[src/rtl/raw_fwd_pkg.sv]
package raw_fwd_pkg;
  typedef enum logic [1:0] {
    SRC_RF   = 2'b00,
    SRC_AGE1 = 2'b01,
    SRC_AGE2 = 2'b10
  } fwd_src_e;
endpackage

[src/rtl/fwd_hit.sv]
module fwd_hit #(
  parameter int REG_W = 4
) (
  input  logic [REG_W-1:0] src,
  input  logic             we,
  input  logic [REG_W-1:0] dst,
  output logic             hit
);
  always_comb hit = we && (src == dst);
endmodule

[src/rtl/fwd_pick.sv]
module fwd_pick (
  input  logic       hit1,
  input  logic       hit2,
  output logic [1:0] sel
);
  import raw_fwd_pkg::*;
  fwd_src_e pick;
  always_comb begin
    if (hit1)      pick = SRC_AGE1;
    else if (hit2) pick = SRC_AGE2;
    else           pick = SRC_RF;
    sel = pick;
  end
endmodule

[src/rtl/fwd_mux.sv]
module fwd_mux #(
  parameter int DATA_W = 32
) (
  input  logic [1:0]        sel,
  input  logic [DATA_W-1:0] rf,
  input  logic [DATA_W-1:0] v1,
  input  logic [DATA_W-1:0] v2,
  output logic [DATA_W-1:0] q
);
  import raw_fwd_pkg::*;
  always_comb begin
    unique case (sel)
      SRC_AGE1: q = v1;
      SRC_AGE2: q = v2;
      default:  q = rf;
    endcase
  end
endmodule

[src/rtl/raw_fwd_unit.sv]
module raw_fwd_unit #(
  parameter int NUM_SRC = 2,
  parameter int REG_W   = 4,
  parameter int DATA_W  = 32
) (
  input  logic [NUM_SRC-1:0][REG_W-1:0]  src_idx,
  input  logic [NUM_SRC-1:0][DATA_W-1:0] rf_data,
  input  logic                           age1_we,
  input  logic [REG_W-1:0]               age1_dst,
  input  logic [DATA_W-1:0]              age1_val,
  input  logic                           age2_we,
  input  logic [REG_W-1:0]               age2_dst,
  input  logic [DATA_W-1:0]              age2_val,
  output logic [NUM_SRC-1:0][1:0]        fwd_sel,
  output logic [NUM_SRC-1:0][DATA_W-1:0] opnd_data
);
  // one compare pair, priority pick and data mux per operand
  for (genvar g = 0; g < NUM_SRC; g++) begin : g_op
    logic h1, h2;
    fwd_hit #(.REG_W(REG_W)) u_hit1 (
      .src(src_idx[g]), .we(age1_we), .dst(age1_dst), .hit(h1));
    fwd_hit #(.REG_W(REG_W)) u_hit2 (
      .src(src_idx[g]), .we(age2_we), .dst(age2_dst), .hit(h2));
    fwd_pick u_pick (.hit1(h1), .hit2(h2), .sel(fwd_sel[g]));
    fwd_mux #(.DATA_W(DATA_W)) u_mux (
      .sel(fwd_sel[g]), .rf(rf_data[g]), .v1(age1_val), .v2(age2_val),
      .q(opnd_data[g]));
  end
endmodule

[config.mk]
export PLATFORM = sky130hd
export DESIGN_NAME = raw_fwd_unit
export DESIGN_NICKNAME = d
export VERILOG_FILES = /design/src/rtl/raw_fwd_pkg.sv /design/src/rtl/fwd_hit.sv /design/src/rtl/fwd_pick.sv /design/src/rtl/fwd_mux.sv /design/src/rtl/raw_fwd_unit.sv
export SDC_FILE = /design/constraint.sdc
export NUM_CORES = 1
export LEC_CHECK = 0
export BUFFER_PORTS_ARGS = -buffer_cell sky130_fd_sc_hd__buf_4
export CORE_AREA = 5 5 81 83
export DETAILED_ROUTE_END_ITERATION = 10
export DIE_AREA = 0 0 86 88
export GPL_TIMING_DRIVEN = 0
export PLACE_DENSITY_LB_ADDON = 0.08
export SYNTH_ARGS = -nofsm -noshare
export SYNTH_HDL_FRONTEND = slang
export SYNTH_SLANG_ARGS = --single-unit
export TNS_END_PERCENT = 1
[constraint.sdc]
create_clock -name vclk -period 3.52
set_input_delay 0 -clock vclk [all_inputs]
set_output_delay 0 -clock vclk [all_outputs]
set_load 0.01 [all_outputs]
======== Yosys cells after proc, flatten, opt, wreduce, memory -nomap -nowiden ========
Index checks and enable logic that the tools add are counted.
word-level totals
  flip-flop bits (word level) ............. 0
  bits of input ports ..................... 146
  output and inout port bits .............. 68
  word-level logic and storage cells ...... 18
cells by class
  equality and inequality tests ........... 8
  multiplexer cells ....................... 6
  reduce and logical (&&, ||, !) cells .... 4
operators by type and width
  operator                                             number
  case mux 32 bit (2 select lines)                     2
  equality test 4 bit                                  4
  2-to-1 mux 2 bit                                     4
  equality test 2 x 1 -> 1 bit, second input constant  2
  equality test 2 bit, second input constant           2
  logical AND 1 bit                                    4

======== Longest topological paths before layout ========
Gate-level depths: netlist (run 1).
  word-level depth ........................ 6
  depth in mapped cells ................... 7
  mapped depth without buffers ............ 5

======== Hierarchy ========
Synthesis (run 1) repeated with hierarchy kept, for this count alone.
second synthesis, totals
  cells, all modules ...................... 266
  area total of the unflattened synthesis .. 1576.5 um^2
by module, submodules not included
  module    times used  cells each  area an instance (um^2)  sequential area each (um^2)
  fwd_mux   2           113         636.9                    0.0
  fwd_hit   4           9           65.1                     0.0
  fwd_pick  2           2           21.3                     0.0

======== Worst setup path before layout (run 1) ========
No wires, ideal clock.
  path kind ............................... input port to output port
  start ................................... input age2_dst[1]
  end ..................................... output opnd_data[17] in the netlist's numbering
  arrival ................................. 1287 ps
  required time ........................... 3520 ps
  slack ................................... 2233 ps
  stages .................................. 6
  cell sequence ........................... nor2b_1 a221o_1 buf_6 buf_6 or4_1 a31oi_1
RTL lines
  item             RTL line            RTL
  start, declared  raw_fwd_unit.sv:12  input logic [REG_W-1:0] age2_dst,
  end, declared    raw_fwd_unit.sv:15  output logic [NUM_SRC-1:0][DATA_W-1:0] opnd_data

==> impl_metrics.json, run 1 <==
{
  "grt_setup_unrepaired": "no",
  "vias": 4252,
  "total_power_mw": 0.621,
  "initial_utilization_pct": 40.8,
  "criticalPathCategory": "input pin to primary output",
  "synth_top_area_cell": "o31ai_1",
  "holdWs_ns": 0.373,
  "setup_tns_ns": 0,
  "die_area_sq_mm": 0.00757,
  "post_dp_cell_area_sq_mm": 0.00406,
  "drive_gt1_share_pct": 39.4,
  "cap_violations": 0,
  "area_delta_synth_final_pct": 72.0,
  "crit_required_ns": 3.52,
  "post-route-cell-area_sq_mm": 0.00406,
  "drt_iter0_markers": 334,
  "netlist_instances": 385,
  "rows": 28,
  "status": "finished clean",
  "period_minus_slack_ns": 1.83,
  "synth_top_area_share_pct": 20.3,
  "hold_viol_final": 0,
  "core_sq_mm": 0.00578,
  "setup_viol": 0,
  "die_x_microns": 86,
  "maxSlewViolCount": 0,
  "synth_area_leaders": "o31ai_1, or4_1, a31oi_1",
  "p_leak_nw": 1.71,
  "seq_cell_count": 0,
  "hp-class": "input pin to primary output",
  "vias_per_cell": 6.31,
  "grt_usage_pct": 30.8,
  "postCtsSetupBuffers": 0,
  "avgSynthCellArea_sq_um": 6.13,
  "max_clock_freq_ghz": 0.547,
  "yosysUniqueCellTypes": 19,
  "cpPeakStageDelay_ns": 0.37,
  "slew_headroom_pct": 64.9,
  "path_cells": "buf_4 -> xnor2_1 -> nand3_1 -> or2_2 -> clkbuf_1 -> clkbuf_1 -> a31oi_1 -> buf_4",
  "worstMarginPinSlew_ns": 0.526,
  "drc": 0,
  "wl_per_cell_microns": 18.8,
  "antenna_left": 0,
  "multi_input_area_sq_mm": 0.00189,
  "p_per_area_mw_per_mm2": 153,
  "dr.pass1.iters": 6,
  "wl_microns": 12700,
  "port_buffers": 214,
  "peakVddDrop_uv": 103,
  "grt_overflow_total": 0,
  "seq_area_sq_um": 0,
  "synth_area_sq_mm": 0.00236,
  "io_pins": 214,
  "synth_nets": 531,
  "grt_pass1_vias": 3973,
  "gp_congestion": 0.944,
  "antenna_cells": 0,
  "grt_max_degree": 11,
  "clkbuf_count": 0,
  "die_h_microns": 88,
  "grt_pass1_wl_microns": 19300,
  "yosys-top-cells-count": "a31oi_1, nor3_1, o31ai_1, or4_1, clkbuf_1",
  "startpoint_type": "input pin",
  "antenna_found_initial": 0,
  "n_fill_cell": 538,
  "fin_crit_sh_pct": 52.0,
  "critical_path_peak_fanout": 10,
  "endpoint_kind": "primary output",
  "fin_nets": 747,
  "yosysWarnings": 0,
  "ys_seq_area_share_pct": 0,
  "hpwl_microns": 9930,
  "cts_hold_buf": 0,
  "arrival_ns": 1.83,
  "cts-resized-gates": 0,
  "cp_slowest_cell": "or2_2"
}
-- final timing paths --
kind	cells after the start	startpoint	to	slack, ns
worst max-delay path	8	src_idx[5]	opnd_data[36]	1.69
worst min-delay path	4	rf_data[23]	opnd_data[23]	0.37
-- per-layer routing --
| layer | GRT usage [%] | vias to the layer above | share of wire, % | routed length, microns |
|---|---|---|---|---|
| met5 | 0 | - | 0 | 0 |
| met4 | 9.21 | 0 | 3.3 | 418 |
| met3 | 4.80 | 40 | 11 | 1440 |
| met2 | 54.5 | 306 | 48 | 6070 |
| met1 | 38.2 | 1931 | 37 | 4740 |
| li1 | - | 1975 | - | - |
-- through the flow --
step           cells  utilization, %  setup WS (ns)
5_1_grt          674            70.3           1.53
4_1_cts          674            70.3           1.69
3_5_place_dp     674            70.3           1.70
2_1_floorplan    385               -           2.23
6_report         674            70.3           1.69
3_3_place_gp     674            70.3           1.72
-- cell type report --
| type | count | share of cell area [%] |
|---|---|---|
| buffer | 64 | 8.26 |
| tap | 75 | 2.31 |
| inverter | 37 | 3.42 |
| multi-input combinational | 284 | 46.5 |
| timing repair buffer | 214 | 39.6 |
-- worst max-delay path, delay by kind of cell --
| family | cells | cell delay, ns |
|---|---|---|
| buf+inv | 4 | 0.76 |
| simple gates | 2 | 0.64 |
| compound gates | 1 | 0.24 |
| xor+xnor | 1 | 0.17 |
-- layout by cell type (no fill, tap or decap) --
cell type  count
a221o_1        2
a31oi_1       64
buf_2          7
buf_4        217
buf_6         10
clkbuf_1      44
inv_1         37
nand2_1        2
nand2b_1       4
nand3_1        2
nor2b_1        2
nor3_1        64
nor4_1         2
o2111ai_1      2
o31ai_1       64
or2_2          2
or4_1         64
xnor2_1        8
xor2_1         2
-- report_power, final --
group / internal (mW) / switching [mW]
clock network: 0 / 0
registers: 0 / 0
logic: 0.291 / 0.330
-- cell families after synthesis --
logic type	count (synthesis)	share of synthesized area, %
buffers and inverters	101	20.1
xor gates and xnor gates	10	3.71
AOI/OAI and AO/OA	132	38.9
and+or+nand+nor	142	37.3
Note: power is estimated with default switching activity, not from simulation.
==> inputs of run 2 (changes only) <==
CORE_AREA = 5 5 83 85   (was 5 5 81 83)
DIE_AREA = 0 0 88 90   (was 0 0 86 88)
clock period = 1.75 ns   (was 3.52 ns; I/O delays follow)
==> run 2 against run 1 <==
Worst hold slack improved by 0.0036 ns; cell count rose by 0.30%; largest power group unchanged; largest cell class unchanged; sequential cell count unchanged; non-clock buffer count did not move; critical path type unchanged; the flow now finishes with violations (negative setup slack); final area rose by 1.4%; sequential share of layout area did not move; routed wire length is 1.8% higher; power grew 100%; core utilization decreased by 3.1 points; global-route usage is 0.97 points lower.
==> impl_metrics.json, run 2 (synthesized netlist as in run 1, its figures left out) <==
{
  "status": "complete, but fails checks",
  "violations": "negative setup slack",
  "drive_gt1_share_pct": 43.2,
  "grt_pass1_wl_microns": 19900,
  "antenna_cells": 0,
  "hold_viol_final": 0,
  "vias_per_cell": 6.27,
  "die_area_sq_mm": 0.00792,
  "holdWs_ns": 0.377,
  "rows": 29,
  "slew_headroom_pct": 65.2,
  "worstMarginPinSlew_ns": 0.522,
  "setup_viol": 1,
  "p_per_area_mw_per_mm2": 308,
  "drt_iter0_markers": 289,
  "grt_setup_unrepaired": "yes",
  "total_power_mw": 1.27,
  "n_fill_cell": 574,
  "io_pins": 214,
  "maxSlewViolCount": 0,
  "die_x_microns": 88,
  "grt_max_degree": 11,
  "post_dp_cell_area_sq_mm": 0.00406,
  "hp-class": "input pin to primary output",
  "layout_setup_ws_ns": -0.00450,
  "period_minus_slack_ns": 1.75,
  "mostFrequentLayoutCell": "buf_4",
  "vias": 4241,
  "critical_path_peak_fanout": 10,
  "crit_required_ns": 1.75,
  "grt_overflow_total": 0,
  "wl_per_cell_microns": 19.1,
  "criticalPathCategory": "input pin to primary output",
  "drc": 0,
  "fin_nets": 747,
  "antenna_found_initial": 0,
  "core_sq_mm": 0.00613,
  "fin_crit_sh_pct": 100,
  "port_buffers": 214,
  "endpoint_kind": "primary output",
  "cts_hold_buf": 0,
  "peakVddDrop_uv": 178,
  "seq_cell_count": 0,
  "clkbuf_count": 0,
  "antenna_left": 0,
  "gp_congestion": 0.912,
  "setup_tns_ns": -0.00450,
  "startpoint_type": "input pin",
  "die_h_microns": 90,
  "most-common-layout-cells": "buf_4, or4_1, nor3_1",
  "initial_utilization_pct": 38.5,
  "grt_usage_pct": 29.8,
  "grt_pass1_vias": 4037,
  "wl_microns": 12900,
  "arrival_ns": 1.75,
  "seq_area_sq_um": 0,
  "multi_input_area_sq_mm": 0.00192,
  "p_leak_nw": 1.76,
  "cap_violations": 0,
  "hpwl_microns": 10200,
  "post-route-cell-area_sq_mm": 0.00412,
  "area_delta_synth_final_pct": 74.5,
  "dr.pass1.iters": 5,
  "max_clock_freq_ghz": 0.570
}
[run 2: metrics by stage]
stage	cells	util (%)	setup WS [ns]
detailed placement	676	66.3	-0.0957
CTS	676	66.5	0.00165
global route	676	67.2	-0.0753
finish	676	67.2	-0.00450
global placement	676	66.3	-0.100
floorplan	385	-	0.463
[run 2: report_power, final]
group	switching, mW	internal, mW
logic	0.671	0.597
clock network	0	0
registers	0	0
[run 2: layout make-up]
class,count,area share (%)
Tap cell,77,2.34
Buffer,64,8.72
Timing Repair Buffer,214,39.0
Inverter,37,3.37
Multi-Input combinational cell,284,46.6
[run 2: worst paths after layout]
check         from       endpoint  slack [ns]  cells past startpoint
max     src_idx[5]  opnd_data[39]      -0.004                      8
min    rf_data[27]  opnd_data[27]        0.38                      4
[run 2: metal layers]
layer  vias to the layer above  GRT usage (%)  part of all wire (%)
li1                       1975              -                     -
met3                        37           2.74                    11
met1                      1930           38.7                    38
met5                         -              0                     0
met4                         0           8.44                   3.2
met2                       299           51.3                    48
[run 2: worst max-delay path: stages]
cell      delay [ns]
buf_4           0.12
nor2b_1         0.10
a221o_1         0.15
clkbuf_1        0.40
clkbuf_1        0.43
o31ai_1         0.15
a31oi_1         0.24
buf_4           0.16
[run 2: what timing repair did]
item | in CTS | in global routing
endpoints found under the setup margin | 12 | 59
pin swaps | 0 | 2
resized for setup | 5 | 35
setup buffers | 0 | 0
==> inputs of run 3 (changes only) <==
REMOVE_ABC_BUFFERS = 1   (was unset)
SETUP_SLACK_MARGIN = 0.2   (was unset)
==> run 3 against run 2 <==
The flow now finishes without violations; clock-buffer cell count is the same; non-clock buffer count decreased by 38; sequential share of layout area is the same.
==> impl_metrics.json, run 3 (synthesized netlist as in run 1, its figures left out) <==
{
  "status": "finished clean",
  "wl_met1_microns": 5480,
  "wl_met3_microns": 2070,
  "grt_overflow_total": 0,
  "startpoint_type": "input pin",
  "post-place-ws_ns": -0.813,
  "p_leak_nw": 1.86,
  "fin_crit_sh_pct": 97.9,
  "hpwl_microns": 8500,
  "max_clock_freq_ghz": 0.583,
  "grt_usage_pct": 32.6,
  "post_dp_cell_area_sq_mm": 0.00397,
  "routed.top_layer": "met4",
  "antenna_found_initial": 0,
  "drt_iter0_markers": 496,
  "drive_gt1_share_pct": 48.6,
  "endpoint": "opnd_data[25]",
  "path_delay_family": "buffers and inverters",
  "post-route-cell-area_sq_mm": 0.00447,
  "seq_cell_count": 0,
  "seq_area_sq_um": 0,
  "crit_required_ns": 1.75,
  "cap_violations": 0,
  "antenna_cells": 0,
  "grt_max_degree": 57,
  "wl_per_cell_microns": 24.6,
  "period_minus_slack_ns": 1.71,
  "hold_viol_final": 0,
  "dp.cells": 619,
  "path_cells": "buf_12 -> clkinvlp_4 -> buf_6 -> o2111ai_4 -> buf_8 -> or4_4 -> a31oi_1 -> buf_4",
  "fin_nets": 718,
  "setup_viol": 0,
  "path_depth": 8,
  "endpoint_kind": "primary output",
  "worstMarginPinSlew_ns": 0.893,
  "port_buffers": 214,
  "hp-class": "input pin to primary output",
  "grt_pass1_wl_microns": 21200,
  "wl_met2_microns": 7310,
  "path_buf_inv": 5,
  "drc": 0,
  "vias_per_cell": 7.01,
  "p_per_area_mw_per_mm2": 325,
  "hold_depth": 4,
  "cp_slowest_cell": "or4_4",
  "dr.pass1.iters": 6,
  "io_pins": 214,
  "peakVddDrop_uv": 318,
  "die_x_microns": 88,
  "clkbuf_count": 0,
  "rows": 29,
  "cp-startpoint": "age2_dst[3]",
  "arrival_ns": 1.71,
  "initial_utilization_pct": 38.5,
  "layoutNonFillerInstCount": 647,
  "gp_congestion": 0.844,
  "criticalPathCategory": "input pin to primary output",
  "antenna_left": 0,
  "area_delta_synth_final_pct": 89.2,
  "core_sq_mm": 0.00613,
  "die_area_sq_mm": 0.00792,
  "holdWs_ns": 0.372,
  "layout_setup_ws_ns": 0.0359,
  "wl_microns": 15900,
  "multi_input_area_sq_mm": 0.00222,
  "cpPeakStageDelay_ns": 0.51,
  "most-common-layout-cells": "buf_4, o31ai_1, nor3_1",
  "maxSlewViolCount": 0,
  "grt_pass1_vias": 4101,
  "n_fill_cell": 520,
  "slew_headroom_pct": 40.4,
  "critical_path_peak_fanout": 7,
  "die_h_microns": 90,
  "mostFrequentLayoutCell": "buf_4",
  "grt_setup_unrepaired": "yes",
  "vias": 4535
}
[run 3: stage by stage]
| stage | setup TNS, ns | utilization [%] | total power [mW] |
|---|---|---|---|
| 2_1_floorplan | -62.54 | - | 0.477 |
| 3_3_place_gp | -152.31 | 60.8 | 1.10 |
| 3_5_place_dp | -38.16 | 64.8 | 1.21 |
| 4_1_cts | 0 | 68.0 | 1.30 |
| 5_1_grt | 0 | 72.8 | 1.52 |
| 6_report | 0 | 72.8 | 1.45 |
[run 3: power by group]
group          leakage [nW]  switching, mW  internal, mW  total (mW)
registers                 0              0             0           0
logic                  1.86          0.777         0.673        1.45
clock network             0              0             0           0
[run 3: cell type report]
class | count | area share [%]
Timing Repair Buffer | 240 | 44.9
Multi-Input combinational cell | 293 | 49.7
Tap cell | 77 | 2.16
Inverter | 37 | 3.28
[run 3: worst min-delay path by stage]
stage	from	endpoint
after floorplan	rf_data[0]	opnd_data[0]
after global placement	rf_data[55]	opnd_data[55]
after detailed placement	rf_data[32]	opnd_data[32]
after CTS	rf_data[50]	opnd_data[50]
after global routing	rf_data[32]	opnd_data[32]
final	rf_data[32]	opnd_data[32]
[run 3: layer usage]
layer  up-vias  track usage [%]
li1       1931                -
met1      2083             39.2
met2       417             55.4
met3       104             7.04
met4         0             12.8
met5         -                0
[run 3: timing repair]
item                                    in CTS  in global routing
hold buffers                                 0                  0
gates cloned                                 6                  7
resized for setup                           16                 21
setup buffers                                7                  8
endpoints found under the setup margin      68                 66
pin swaps                                    8                 10
